### src/rtl/dbg_entry_pkg.sv
package dbg_entry_pkg;

    typedef enum logic [2:0] {
        ST_RUN      = 3'd0,
        ST_WAIT_BND = 3'd1,
        ST_SAVE     = 3'd2,
        ST_DEBUG    = 3'd3,
        ST_RESTORE  = 3'd4
    } dbg_state_e;

    typedef struct packed {
        dbg_state_e state;
    } fsm_regs_t;

endpackage

### src/rtl/dbg_pin_sync.sv
module dbg_pin_sync #(
    parameter int STAGES = 2
) (
    input  logic clk,
    input  logic rst_n,
    input  logic async_i,
    output logic sync_o
);

    generate
        if (STAGES == 0) begin : g_bypass
            assign sync_o = async_i;
        end else begin : g_chain
            logic [STAGES-1:0] chain_d;
            logic [STAGES-1:0] chain_q;

            always_comb begin
                chain_d[0] = async_i;
                for (int i = 1; i < STAGES; i++) begin
                    chain_d[i] = chain_q[i-1];
                end
            end

            always_ff @(posedge clk or negedge rst_n) begin
                if (!rst_n) begin
                    chain_q <= '0;
                end else begin
                    chain_q <= chain_d;
                end
            end

            assign sync_o = chain_q[STAGES-1];
        end
    endgenerate

endmodule

### src/rtl/dbg_mode_fsm.sv
module dbg_mode_fsm
    import dbg_entry_pkg::*;
(
    input  logic clk,
    input  logic rst_n,
    input  logic brk_req_i,
    input  logic insn_bound_i,
    input  logic resume_i,
    input  logic save_done_i,
    output logic dbg_mode_o,
    output logic save_req_o,
    output logic restore_req_o
);

    fsm_regs_t regs_d;
    fsm_regs_t regs_q;

    always_comb begin
        regs_d = regs_q;
        unique case (regs_q.state)
            ST_RUN: begin
                if (brk_req_i) begin
                    regs_d.state = insn_bound_i ? ST_SAVE : ST_WAIT_BND;
                end
            end
            ST_WAIT_BND: begin
                if (insn_bound_i) begin
                    regs_d.state = ST_SAVE;
                end
            end
            ST_SAVE: begin
                if (save_done_i) begin
                    regs_d.state = ST_DEBUG;
                end
            end
            ST_DEBUG: begin
                if (resume_i) begin
                    regs_d.state = ST_RESTORE;
                end
            end
            ST_RESTORE: begin
                regs_d.state = ST_RUN;
            end
            default: begin
                regs_d.state = ST_RUN;
            end
        endcase
    end

    always_ff @(posedge clk or negedge rst_n) begin
        if (!rst_n) begin
            regs_q.state <= ST_RUN;
        end else begin
            regs_q <= regs_d;
        end
    end

    assign save_req_o    = (regs_q.state == ST_SAVE);
    assign restore_req_o = (regs_q.state == ST_RESTORE);
    assign dbg_mode_o    = (regs_q.state == ST_SAVE)  ||
                           (regs_q.state == ST_DEBUG) ||
                           (regs_q.state == ST_RESTORE);

endmodule

### src/rtl/dbg_bus_steer.sv
module dbg_bus_steer #(
    parameter int ADDR_W = 32
) (
    input  logic              dbg_mode_i,
    input  logic              mem_req_i,
    input  logic              mem_user_i,
    input  logic [ADDR_W-1:0] mem_addr_i,
    input  logic              bus_rdy_i,
    input  logic              alt_rdy_i,
    output logic              norm_as_o,
    output logic              alt_as_o,
    output logic              core_rdy_o,
    output logic [ADDR_W:0]   bus_addr_o
);

    logic to_alt;

    always_comb begin
        to_alt     = dbg_mode_i && !mem_user_i;
        norm_as_o  = mem_req_i && !to_alt;
        alt_as_o   = mem_req_i && to_alt;
        core_rdy_o = mem_req_i && (to_alt ? alt_rdy_i : bus_rdy_i);
        bus_addr_o = {to_alt, mem_addr_i};
    end

endmodule

### src/rtl/dbg_entry_ctrl.sv
module dbg_entry_ctrl #(
    parameter int ADDR_W      = 32,
    parameter int SYNC_STAGES = 2
) (
    input  logic              clk,
    input  logic              rst_n,
    input  logic              brk_pin_i,
    input  logic              brk_evt_i,
    input  logic              insn_bound_i,
    input  logic              resume_i,
    input  logic              save_done_i,
    input  logic              mem_req_i,
    input  logic              mem_user_i,
    input  logic [ADDR_W-1:0] mem_addr_i,
    input  logic              bus_rdy_i,
    input  logic              alt_rdy_i,
    output logic              dbg_mode_o,
    output logic              save_req_o,
    output logic              restore_req_o,
    output logic              norm_as_o,
    output logic              alt_as_o,
    output logic              core_rdy_o,
    output logic [ADDR_W:0]   bus_addr_o
);

    logic pin_sync;
    logic brk_any;

    dbg_pin_sync #(
        .STAGES (SYNC_STAGES)
    ) u_sync (
        .clk     (clk),
        .rst_n   (rst_n),
        .async_i (brk_pin_i),
        .sync_o  (pin_sync)
    );

    assign brk_any = pin_sync || brk_evt_i;

    dbg_mode_fsm u_fsm (
        .clk           (clk),
        .rst_n         (rst_n),
        .brk_req_i     (brk_any),
        .insn_bound_i  (insn_bound_i),
        .resume_i      (resume_i),
        .save_done_i   (save_done_i),
        .dbg_mode_o    (dbg_mode_o),
        .save_req_o    (save_req_o),
        .restore_req_o (restore_req_o)
    );

    dbg_bus_steer #(
        .ADDR_W (ADDR_W)
    ) u_steer (
        .dbg_mode_i (dbg_mode_o),
        .mem_req_i  (mem_req_i),
        .mem_user_i (mem_user_i),
        .mem_addr_i (mem_addr_i),
        .bus_rdy_i  (bus_rdy_i),
        .alt_rdy_i  (alt_rdy_i),
        .norm_as_o  (norm_as_o),
        .alt_as_o   (alt_as_o),
        .core_rdy_o (core_rdy_o),
        .bus_addr_o (bus_addr_o)
    );

endmodule

### config.mk
export PLATFORM = sky130hd
export DESIGN_NAME = dbg_entry_ctrl
export DESIGN_NICKNAME = d
export VERILOG_FILES = /design/src/rtl/dbg_entry_pkg.sv /design/src/rtl/dbg_pin_sync.sv /design/src/rtl/dbg_mode_fsm.sv /design/src/rtl/dbg_bus_steer.sv /design/src/rtl/dbg_entry_ctrl.sv
export SDC_FILE = /design/constraint.sdc
export NUM_CORES = 1
export LEC_CHECK = 0
export ABC_AREA = 1
export BUFFER_PORTS_ARGS = -buffer_cell sky130_fd_sc_hd__buf_4
export CORE_UTILIZATION = 33
export CTS_CLUSTER_DIAMETER = 60
export DETAILED_ROUTE_END_ITERATION = 10
export GPL_TIMING_DRIVEN = 0
export PLACE_DENSITY = 0.85
export SLEW_MARGIN = 15
export SYNTH_ARGS = -nofsm -noshare
export SYNTH_HDL_FRONTEND = slang
export SYNTH_SLANG_ARGS = --single-unit
### constraint.sdc
create_clock -name clk -period 2.9 [get_ports clk]
set_clock_uncertainty 0.05 [all_clocks]
set_input_delay 0.29 -clock clk [delete_from_list [all_inputs] [get_ports clk]]
set_output_delay 0.29 -clock clk [all_outputs]
set_load 0.03 [all_outputs]
## Yosys cells after proc, flatten, opt, wreduce, memory -nomap -nowiden

Cells that the tools add are included.

| storage, ports and cells | value |
|---|---|
| memories kept | 0 |
| bits in latches | 0 |
| output and inout bits | 39 |
| logic and storage cells | 28 |
| RAM bits | 0 |
| input port bits | 43 |
| flip-flop bits (word level) | 5 |
| ROM bits | 0 |

| operators by class | value |
|---|---|
| $lt $le $gt $ge | 0 |
| $mul | 0 |
| add/sub/neg operators | 0 |
| div/mod/pow operators | 0 |
| shift operators | 0 |
| mux-type cells | 7 |
| bitwise gates (word level) | 0 |
| reduce and logical (&&, ||, !) cells | 11 |
| eq/ne operators | 8 |

Operator list:

| kind | number |
|---|---|
| $mux W3 | 4 |
| $pmux W3 S4 | 1 |
| $ne A2 B2 Y1 const B | 4 |
| $eq A3 B2 Y1 const B | 2 |
| $logic_and A1 B1 Y1 | 4 |
| $reduce_and A4 Y1 | 1 |
| $eq A3 B1 Y1 const B | 1 |
| $eq A3 B3 Y1 const B | 1 |
| $logic_not A3 Y1 | 1 |
| $logic_or A1 B1 Y1 | 3 |
| $logic_not A1 Y1 | 2 |
| $mux W2 | 1 |
| $mux W1 | 1 |

## Longest topological paths before layout

Gate-level depths: netlist of the first run.

| depth | value |
|---|---|
| word-level depth | 6 |
| depth in mapped cells | 7 |
| mapped depth without buffers | 7 |

## Modules after synthesis

From an unflattened synthesis of the first run, not the netlist that was laid out.

| second synthesis, totals | value |
|---|---|
| cells, all modules | 82 |
| area, all modules | 568.0 um^2 |

Modules (own cells, without submodules):

| module | seq. area each (um^2) | area an instance (um^2) | cells each | instances |
|---|---|---|---|---|
| dbg_bus_steer | 0.0 | 290.3 | 42 | 1 |
| dbg_mode_fsm | 75.1 | 216.5 | 35 | 1 |
| dbg_pin_sync | 50.0 | 50.0 | 2 | 1 |
| dbg_entry_ctrl | 0.0 | 11.3 | 3 | 1 |

## Worst setup path before layout of the first run

Ideal clock, no wire load.

| path | value |
|---|---|
| path type | reg-to-output |
| from | register u_fsm.regs_q[0] (netlist bit) |
| to | output port alt_as_o |
| cell stages (with the launch flop) | 6 |
| buffers on the path | 0 |
| slack | 1.193 ns |
| arrival time | 1.367 ns |
| required time | 2.560 ns |
| cell sequence | dfrtp_1 > inv_2 > nand3_2 > nand2_1 > nand2_1 > nor2_1 |

| between the ends | value |
|---|---|
| cells in the longest elaborated chain, start to end | 5 |
| elaborated cells on any way between the ends | 7 |
| classes of those cells | eq/ne: 3; reduce/logical: 4 |

RTL lines:

| element | line | RTL |
|---|---|---|
| start: declaration | dbg_mode_fsm.sv:16 | `fsm_regs_t regs_q;` |
| start signal: assignment | dbg_mode_fsm.sv:54 | `regs_q <= regs_d;` |
| $eq A3 B2 Y1 (on tied branches) | dbg_mode_fsm.sv:60, dbg_mode_fsm.sv:61 |  |
| $logic_or A1 B1 Y1 | dbg_mode_fsm.sv:60 | `assign dbg_mode_o = (regs_q.state == ST_SAVE) \|\|` |
| $logic_or A1 B1 Y1 * | dbg_mode_fsm.sv:61 | `(regs_q.state == ST_DEBUG) \|\|` |
| net dbg_mode_o | dbg_entry_ctrl.sv:17 | `output logic dbg_mode_o,` |
| $logic_and A1 B1 Y1 * | dbg_bus_steer.sv:19 | `to_alt = dbg_mode_i && !mem_user_i;` |
| $logic_and A1 B1 Y1 * | dbg_bus_steer.sv:21 | `alt_as_o = mem_req_i && to_alt;` |
| end: declaration | dbg_entry_ctrl.sv:21 | `output logic alt_as_o,` |

The timed path passes the listed nets; every way through them passes the cells marked *.

## Worst setup path in the final report of the first run

| path | value |
|---|---|
| from | register u_fsm.regs_q[0] (netlist bit) |
| to | output port core_rdy_o |

| between the ends | value |
|---|---|
| cells in the longest elaborated chain, start to end | 6 |
| elaborated cells on any way between the ends | 8 |
| classes of those cells | eq/ne: 3; mux: 1; reduce/logical: 4 |

RTL lines:

| element | line | RTL |
|---|---|---|
| $eq A3 B2 Y1 (on tied branches) | dbg_mode_fsm.sv:60, dbg_mode_fsm.sv:61 |  |
| $logic_or A1 B1 Y1 | dbg_mode_fsm.sv:60 |  |
| $logic_or A1 B1 Y1 * | dbg_mode_fsm.sv:61 |  |
| $logic_and A1 B1 Y1 * | dbg_bus_steer.sv:19 |  |
| net u_steer.to_alt | dbg_bus_steer.sv:16 | `logic to_alt;` |
| $mux W1 * | dbg_bus_steer.sv:22 | `core_rdy_o = mem_req_i && (to_alt ? alt_rdy_i : bus_rdy_i);` |
| $logic_and A1 B1 Y1 * | dbg_bus_steer.sv:22 |  |
| end: declaration | dbg_entry_ctrl.sv:22 | `output logic core_rdy_o,` |

Marks and branches as above.

==> run metrics, run 1 <==
initial core utilization 0.351; Crit path buffers/inverters 2; I/O Pins 82; via count approximately 680; number of flops mapped to enable cells by yosys 0; post-synthesis sequential area ratio 0.209; critical path's slowest cell dfrtp_1; final setup vio count 0; CP arrival 1.37 ns; WL final 1.35 mm; clk_lat worst skew 0.23 ns; 1st-iter DRT viols 5; CTS root buffer clkbuf_4; critical path cell sequence inv_2 > nand3_2 > a21oi_2 > nand3_1 > nand2_1 > buf_4; total grt overflow 0; Max Freq a little under 600 MHz; Final Net Count 185; Detail Route Antenna Nets 0; Ys Warns 0; Final Critical Period between 1.5 and 2 ns; Syn Nets 130; Slew HR 0.874; Overall Global Routing Usage 0.120; Worst Setup End Kind primary output; CTS Buf Count 3; Synth Instances 87; CP max FO 6; fin crit share 0.590; routed wire length per instance around 8.2 um; Filler cells between 150 and 200; status finished clean; Clock transition at path regs around 0.04 ns; crit path kind reg2out; Worst EP required ~2.6 ns; die area ~2000 sq um; post-synthesis cell type with the largest combined area buf_4; vias in the first global route 480; gpl congestion a little under 0.7; Core Region about 1700 sq um; RSZ-0062 raised after global routing false; ys flop type dfrtp_1; area of the mapped netlist 599 sq um; Max H-tree Level 1; Final Slew Violations 0; worst setup path start u_fsm.regs_q[0]$_DFFE_PN0P_; PwrDens ~640 nW/um^2; TritonCTS clock tree done; top area cells in the synthesized netlist buf_4 41%, dfrtp_1 21%, nand2_1 10%, inv_1 6.9%, nand3_2 5.0%; Max Cap Viol 0; Post-DP HPWL 1.22 mm; async set-reset flop share out of synthesis 1.00; area delta synth->final 72.7%; Die Width 44.6 um; Synth Register Bits 5; commonest cells in the netlist 33 x buf_4, 16 x nand2_1, 11 x inv_1, 7 x nor2_1, 5 x dfrtp_1; R2R Path Start u_fsm.regs_q[1]$_DFFE_PN0P_; layout cells sized above 1 0.652; area of the multi-input gates approximately 180 sq um; vias per cell around 4.1; Bufs on Longest Clock Path 2; first-pass GRT wire length around 1.8 mm; Inserted Diodes 0; # Post-CTS Setup Buffers 0; most frequent cell after synthesis buf_4; setup TNS 0 ns; Worst Hold Class in2reg; worst hold start brk_pin_i; # DRC 0; row cnt 15; CP Launch Type register; total power 0.000664 W; total clock sinks 5; Critical Path Max Stage Delay just over 0.4 ns; post-synth cell types 14; largest net degree at the start of global routing 7; Final Hold Fails 0; maximum vdd drop around 0.38 mV; crit-path leading delay family flip-flops; Port Buffers 49; Mapped Avg Cell Area between 6 and 7 sq um; area occupied by registers 125 sq um; initial antenna violation count 0; Pleak 0.635 nW; worst slew pin tran ~0.19 ns; post-synth top area share 0.413; DRT Pass-1 Iters 4; Die Y about 45 um
-- stage by stage --
step | std cells | instance area [sq um] | util | hold slack [ns] | setup slack [ns]
after floorplan | 87 | 599 | - | -0.0556 | 1.19
after global placement | 161 | 998 | 0.585 | 0.0419 | 1.47
after detailed placement | 161 | 998 | 0.585 | 0.0444 | 1.42
after CTS | 166 | 1030 | 0.606 | 0.100 | 1.17
after global routing | 166 | 1030 | 0.606 | 0.0948 | 1.09
final | 166 | 1030 | 0.606 | 0.112 | 1.19
-- final cells by class --
type	instances	area share
plain buffers	33	0.239
well taps	25	0.0302
clock buffers	4	0.0254
multi-input cells	37	0.175
inverters	12	0.0435
flip-flops and latches	5	0.121
repair buffers	50	0.365
-- repair_timing --
| action | in CTS | in global routing |
|---|---|---|
| hold buffers | 1 | 0 |
| endpoints found under the hold margin | 5 | 0 |
| resized for setup | 0 | 0 |
-- path summary, 6_finish.rpt --
kind / to / slack, ns / depth (start not counted)
setup / recovery: core_rdy_o / 1.19 / 6
hold reg to reg: u_sync.g_chain.chain_q[1]$_DFF_PN0_ / 0.30 / 0
max in group asynchronous: u_fsm.regs_q[1]$_DFFE_PN0P_ / 2.36 / 2
setup reg to reg: u_fsm.regs_q[0]$_DFFE_PN0P_ / 1.78 / 5
min in group asynchronous: u_fsm.regs_q[0]$_DFFE_PN0P_ / 0.34 / 2
hold / removal: u_sync.g_chain.chain_q[0]$_DFF_PN0_ / 0.11 / 1
-- logic make-up after synthesis --
| kind of cell | Yosys count | share of synthesized area |
|---|---|---|
| DFF | 5 | 0.209 |
| buffers and inverters | 45 | 0.489 |
| and+or+nand+nor | 33 | 0.259 |
| AOI/OAI and AO/OA | 4 | 0.0438 |
-- power by group --
part           switching [W]  leakage (nW)  internal (W)  total (W)
logic               0.000279         0.559      0.000187   0.000466
clock network      0.0000241        0.0150     0.0000517  0.0000758
registers          0.0000287        0.0610     0.0000929   0.000122
-- layer usage --
layer | routed length (um) | global-route usage | up-vias
met3 | 197 | 0.0571 | 0
met2 | 721 | 0.218 | 44
met1 | 434 | 0.121 | 292
met4 | 0 | 0.0364 | 0
met5 | 0 | 0 | -
li1 | - | - | 340
-- sequential cells by signal, indices dropped and copies added, names as in the netlist --
signal,cells
u_fsm.regs_q,3
u_sync.g_chain.chain_q,2
-- layout by cell type (no fill, tap or decap), drive strengths merged --
cell         synthesis  final
a21oi                1      1
inv                 12     12
o21bai               1      1
clkbuf               0      4
o21ai                2      2
nand2               16     16
buf                 33     82
dfrtp                5      5
dlygate4sd3          0      1
nor2                 8      8
or2                  1      1
nand4                1      1
nand3                7      7
Note: power is estimated with default switching activity, not from simulation.
==> inputs of run 2 (changes only) <==
--- a/config.mk
+++ b/config.mk
@@ -7,11 +7,11 @@
 export LEC_CHECK = 0
 export ABC_AREA = 1
 export BUFFER_PORTS_ARGS = -buffer_cell sky130_fd_sc_hd__buf_4
-export CORE_UTILIZATION = 33
+export CORE_UTILIZATION = 27
 export CTS_CLUSTER_DIAMETER = 60
 export DETAILED_ROUTE_END_ITERATION = 10
 export GPL_TIMING_DRIVEN = 0
-export PLACE_DENSITY = 0.85
+export PLACE_DENSITY = 0.75
 export SLEW_MARGIN = 15
 export SYNTH_ARGS = -nofsm -noshare
 export SYNTH_HDL_FRONTEND = slang
==> constraint.sdc (replaced) <==
create_clock -name clk -period 1.41 [get_ports clk]
set_clock_uncertainty 0.05 [all_clocks]
set_input_delay 0.141 -clock clk [delete_from_list [all_inputs] [get_ports clk]]
set_output_delay 0.141 -clock clk [all_outputs]
set_load 0.03 [all_outputs]
==> run metrics, run 2 (synthesis gave the netlist of run 1 again) <==
Final Slew Violations 0 (unchanged); setup ws final -0.0813 ns (was 1.19 ns); routed wire length per instance 10.4 um (was 8.15 um); Post-DP HPWL 1.41 mm (was 1.22 mm); fin cells 175 (was 166); met3 wire len 195 um (was 197 um); CTS root buffer clkbuf_4 (unchanged); metal2 WL 1.09 mm (was 721 um); CP arrival 1.30 ns (was 1.37 ns); maximum vdd drop 0.984 mV (was 0.382 mV); P_sw 0.000792 W (was 0.000332 W); dpl cells 163 (was 161); final setup vio count 4 (was 0); Detail Route Antenna Nets 0 (unchanged); Critical Path Max Stage Delay 0.42 ns (was 0.41 ns); Bufs on Longest Clock Path 2 (unchanged); Biggest register u_fsm.regs_q (unchanged); Inserted Diodes 0 (unchanged); Worst Setup End Kind primary output (unchanged); critical path's slowest cell dfrtp_1 (unchanged); R2R Path Start u_fsm.regs_q[1]$_DFFE_PN0P_ (unchanged); I/O Pins 82 (unchanged); Hold Worst Slack 0.187 ns (was 0.112 ns); share of total power in the clock network 0.098 (was 0.114); Worst Hold Class in2async (was in2reg); worst setup path start u_fsm.regs_q[1]$_DFFE_PN0P_ (was u_fsm.regs_q[0]$_DFFE_PN0P_); FF-to-FF End u_fsm.regs_q[0]$_DFFE_PN0P_ (unchanged); Clock transition at path regs 0.04 ns (about the same); largest registers u_fsm.regs_q x3, u_sync.g_chain.chain_q x2 (unchanged); M1 WL 518 um (was 434 um); vias per cell 4.06 (was 4.07); total power 0.00161 W (was 0.000664 W); Core Region 2020 sq um (was 1710 sq um); reg2reg path depth 5 (unchanged); critical path cell sequence inv_2 > nand3_4 > a21oi_4 > nand3_1 > nand2_1 > buf_6 (was inv_2 > nand3_2 > a21oi_2 > nand3_1 > nand2_1 > buf_4); Final Critical Period ~1.5 ns; vias in the first global route 615 (was 480); CP max FO 4 (was 6); Final Net Count 192 (was 185); clk_lat worst skew 0.23 ns (about the same); combinational share of power 0.752 (was 0.703); Final Hold Fails 0 (unchanged); failing checks negative setup slack; 1st-iter DRT viols 14 (was 5); # DRC 0 (unchanged); TritonCTS clock tree done (unchanged); worst slew pin tran 0.181 ns (was 0.190 ns); gpl congestion 0.845 (was 0.694); commonest non-fill, non-tap cell in the layout buf_4 (unchanged); most frequent cells in the layout 83 x buf_4, 13 x nand2_1, 8 x inv_1 (was 82 x buf_4, 16 x nand2_1, 11 x inv_1); via count 711 (was 676); area delta synth->final 89.6% (was 72.7%); CP Launch Type register (unchanged); fin crit share 1.06; post-layout util 0.562 (was 0.606); largest net degree at the start of global routing 6 (was 7); initial antenna violation count 0 (unchanged); Port Buffers 49 (unchanged); Sw Ratio 0.492 (was 0.500); PwrDens 1420 nW/um^2 (was 641 nW/um^2); DRT Pass-1 Iters 4 (unchanged); total clock sinks 5 (unchanged); setup TNS -0.196 ns (was 0 ns); RSZ-0062 raised after global routing true (was false); first-pass GRT wire length 2.75 mm (was 1.80 mm); initial core utilization 0.296 (was 0.351); top sig layer met4 (was met3); CTS Buf Count 3 (unchanged); max reg flops 3 (unchanged); layout cells sized above 1 0.709 (was 0.652); Max Cap Viol 0 (unchanged); Slew HR 0.878 (was 0.874); die area 2410 sq um (was 1990 sq um); Internal 0.000817 W (was 0.000332 W); Overall Global Routing Usage 0.145 (was 0.120); status finished, violations left (was finished clean); sequential power share 0.150 (was 0.183); Max Freq approximately 670 MHz; Die Y 49.1 um (was 44.6 um); Pleak 0.671 nW (was 0.635 nW); crit path kind reg2out (unchanged); Max H-tree Level 1 (unchanged); total grt overflow 0 (unchanged); Worst EP required 1.22 ns (was 2.56 ns); FF-to-FF setup slack 0.11 ns (was 1.78 ns); row cnt 16 (was 15); WL final 1.81 mm (was 1.35 mm); Die Width 49.1 um (was 44.6 um)
[run 2: final cells by class]
| class | count | area (sq um) |
|---|---|---|
| clock buffer | 4 | 26.3 |
| buffer | 33 | 248 |
| tap | 27 | 33.8 |
| multi-input combinational | 37 | 206 |
| inverter | 12 | 45.0 |
| fill | 194 | 886 |
| sequential | 5 | 125 |
| timing repair buffer | 57 | 452 |
[run 2: power by group through the flow]
stage	combinational (W)	sequential, W	clock [W]
2_1_floorplan	0.000695	0.000241	0
3_3_place_gp	0.000950	0.000251	0
3_5_place_dp	0.000981	0.000251	0
4_1_cts	0.00113	0.000230	0.000169
5_1_grt	0.00130	0.000246	0.000168
6_report	0.00121	0.000241	0.000157
[run 2: repair_timing]
| action | in CTS | in global routing |
|---|---|---|
| endpoints found under the setup margin | 4 | 6 |
| resized for setup | 5 | 8 |
| hold buffers | 2 | 0 |
| buffers inserted | 6 | 0 |
| hold endpoints to repair | 6 | 0 |
| pin swaps | 3 | 2 |
[run 2: critical path: cells and delay by family (launching register included)]
family / cells / cell delay, ns
AOI/OAI and AO/OA: 1 / 0.17
DFF: 1 / 0.42
and+or+nand+nor: 3 / 0.25
buffers and inverters: 2 / 0.23
[run 2: per-stage QoR]
stage	cell area, sq um	setup WS [ns]
global placement	1000	0.118
detailed placement	1000	0.0937
CTS	1110	-0.0902
floorplan	602	-0.0311
finish	1140	-0.0813
global route	1140	-0.135
[run 2: metal layers]
| metal | global-route usage | up-vias |
|---|---|---|
| li1 | - | 351 |
| met1 | 0.130 | 311 |
| met2 | 0.292 | 47 |
| met3 | 0.0374 | 2 |
| met4 | 0.0686 | 0 |
| met5 | 0 | - |
[run 2: worst max path at each step]
| stage | end | depth (start not counted) | slack, ns |
|---|---|---|---|
| after global routing | core_rdy_o | 6 | -0.13 |
| after CTS | core_rdy_o | 6 | -0.09 |
| after floorplan | alt_as_o | 5 | -0.03 |
| after detailed placement | core_rdy_o | 6 | 0.09 |
| after global placement | core_rdy_o | 6 | 0.12 |
| final | core_rdy_o | 6 | -0.08 |
==> inputs of run 3 (changes only) <==
==> constraint.sdc (replaced) <==
create_clock -name clk -period 1.3 [get_ports clk]
set_clock_uncertainty 0.05 [all_clocks]
set_input_delay 0.13 -clock clk [delete_from_list [all_inputs] [get_ports clk]]
set_output_delay 0.13 -clock clk [all_outputs]
set_load 0.03 [all_outputs]
==> run metrics, run 3 (synthesis gave the netlist of run 1 again) <==
status finished, violations left (unchanged); max reg flops 3 (unchanged); WL final 1.69 mm (was 1.81 mm); Port Buffers 49 (unchanged); maximum vdd drop 0.990 mV (was 0.984 mV); vias in the first global route 666 (was 615); initial antenna violation count 0 (unchanged); I/O Pins 82 (unchanged); Max Cap Viol 0 (unchanged); P_sw 0.000847 W (was 0.000792 W); Hold Worst Slack 0.175 ns (was 0.187 ns); largest net degree at the start of global routing 7 (was 6); layout cells sized above 1 0.735 (was 0.709); Sw Ratio 0.487 (was 0.492); Final Critical Period roughly 1.5 ns; CP arrival 1.30 ns (about the same); commonest non-fill, non-tap cell in the layout buf_4 (unchanged); failing checks negative setup slack (unchanged); CTS root buffer clkbuf_4 (unchanged); routed wire length per instance 9.71 um (was 10.4 um); largest registers u_fsm.regs_q x3, u_sync.g_chain.chain_q x2 (unchanged); area occupied by registers 128 sq um (was 125 sq um); area of the multi-input gates 219 sq um (was 206 sq um); initial core utilization 0.296 (unchanged); Pleak 0.665 nW (was 0.671 nW); Detail Route Antenna Nets 0 (unchanged); vias per cell 4.11 (was 4.06); CP Launch Type register (unchanged); PwrDens 1510 nW/um^2 (was 1420 nW/um^2); Post-DP HPWL 1.34 mm (was 1.41 mm); share of total power in the clock network 0.101 (was 0.098); crit path kind reg2out (unchanged); Slew HR 0.895 (was 0.878); Max H-tree Level 1 (unchanged); area delta synth->final 92.1% (was 89.6%); Die Y 49.1 um (unchanged); critical path's slowest cell dfrtp_2 (was dfrtp_1); fin cells 174 (was 175); critical path cell sequence inv_1 > nand2_2 > a21oi_4 > nand3_2 > nand2_2 > buf_6 (was inv_2 > nand3_4 > a21oi_4 > nand3_1 > nand2_1 > buf_6); first-pass GRT wire length 2.70 mm (was 2.75 mm); fin crit share 1.14; Inserted Diodes 0 (unchanged); worst slew pin tran 0.156 ns (was 0.181 ns); Final Slew Violations 0 (unchanged); DRT Pass-1 Iters 5 (was 4); # DRC 0 (unchanged); gpl congestion 0.846 (was 0.845); Internal 0.000891 W (was 0.000817 W); setup TNS -0.723 ns (was -0.196 ns); Max Freq roughly 670 MHz; combinational share of power 0.740 (was 0.752); Core Region 2020 sq um (unchanged); Crit path top cell by count nand2_2; final setup vio count 6 (was 4); row cnt 16 (unchanged); Finished Cell Area 1150 sq um (was 1140 sq um); RSZ-0062 raised after global routing true (unchanged); TritonCTS clock tree done (unchanged); Final Net Count 191 (was 192); total clock sinks 5 (unchanged); Overall Global Routing Usage 0.141 (was 0.145); Filler cells 180 (was 194); dpl cells 163 (unchanged); setup ws final -0.182 ns (was -0.0813 ns); sequential power share 0.159 (was 0.150); placed instance area 1010 sq um (was 1000 sq um); Biggest register u_fsm.regs_q (unchanged); via count 716 (was 711); Clock transition at path regs 0.04 ns (about the same); Worst Setup End Kind primary output (unchanged); most frequent cells in the layout 80 x buf_4, 12 x nand2_1, 8 x inv_1 (was 83 x buf_4, 13 x nand2_1, 8 x inv_1); 1st-iter DRT viols 17 (was 14); die area 2410 sq um (unchanged); Worst EP required 1.12 ns (was 1.22 ns); CP max FO 4 (unchanged); CTS Buf Count 3 (unchanged); Critical Path Max Stage Delay 0.43 ns (was 0.42 ns); Worst Hold Class in2reg (was in2async); Die Width 49.1 um (unchanged); Bufs on Longest Clock Path 2 (unchanged); clk_lat worst skew 0.24 ns (was 0.23 ns); total grt overflow 0 (unchanged); Final Hold Fails 0 (unchanged)
[run 3: timing repair]
action | 4_1_cts | 5_1_grt
setup buffers | 4 | 1
gates resized for setup | 15 | 2
endpoints found under the setup margin | 7 | 8
pin swaps | 3 | 2
endpoints found under the hold margin | 6 | 0
hold buffers | 2 | 0
[run 3: power groups by stage]
stage                     registers, W  clock network, W  logic [W]
after floorplan               0.000261                 0   0.000772
after global placement        0.000271                 0    0.00105
after detailed placement      0.000272                 0    0.00107
after CTS                     0.000273          0.000186    0.00126
after global routing          0.000287          0.000191    0.00138
final                         0.000277          0.000175    0.00129
[run 3: worst paths after layout]
check / from / slack, ns / depth (start not counted) / end
setup / recovery: u_fsm.regs_q[2]$_DFFE_PN0P_ / -0.18 / 6 / core_rdy_o
hold / removal: insn_bound_i / 0.17 / 4 / u_fsm.regs_q[0]$_DFFE_PN0P_
setup reg to reg: u_fsm.regs_q[2]$_DFFE_PN0P_ / 0.07 / 7 / u_fsm.regs_q[1]$_DFFE_PN0P_
max in group asynchronous: rst_n / 0.91 / 2 / u_fsm.regs_q[1]$_DFFE_PN0P_
min in group asynchronous: rst_n / 0.18 / 2 / u_fsm.regs_q[2]$_DFFE_PN0P_
hold reg to reg: u_sync.g_chain.chain_q[0]$_DFF_PN0_ / 0.30 / 0 / u_sync.g_chain.chain_q[1]$_DFF_PN0_
[run 3: area by class of cell]
cell class / count / area share
inverter: 12 / 0.0391
buffer: 33 / 0.215
multi-input combinational: 37 / 0.190
sequential: 5 / 0.111
clock buffer: 4 / 0.0228
tap: 27 / 0.0293
timing repair buffer: 56 / 0.392
[run 3: stage by stage]
stage               utilization  setup WS [ns]  power [W]
floorplan                     -        0.00579    0.00103
global placement          0.501       -0.00790    0.00132
detailed placement        0.501        -0.0266    0.00134
CTS                       0.564         -0.204    0.00172
global route              0.569         -0.249    0.00186
finish                    0.569         -0.182    0.00174
[run 3: critical path: cells and delay by family (launching register included)]
| kind | cells | cell delay (ns) |
|---|---|---|
| flip-flops | 1 | 0.43 |
| AND/OR/NAND/NOR | 3 | 0.24 |
| buffers and inverters | 2 | 0.21 |
| AO/OA/AOI/OAI | 1 | 0.18 |
[run 3: routing by layer]
layer / part of all wire / GRT usage / up-vias
met5: 0 / 0 / -
met4: 0.012 / 0.0931 / 0
met3: 0.12 / 0.0343 / 3
met2: 0.59 / 0.295 / 47
met1: 0.27 / 0.110 / 316
li1: - / - / 350
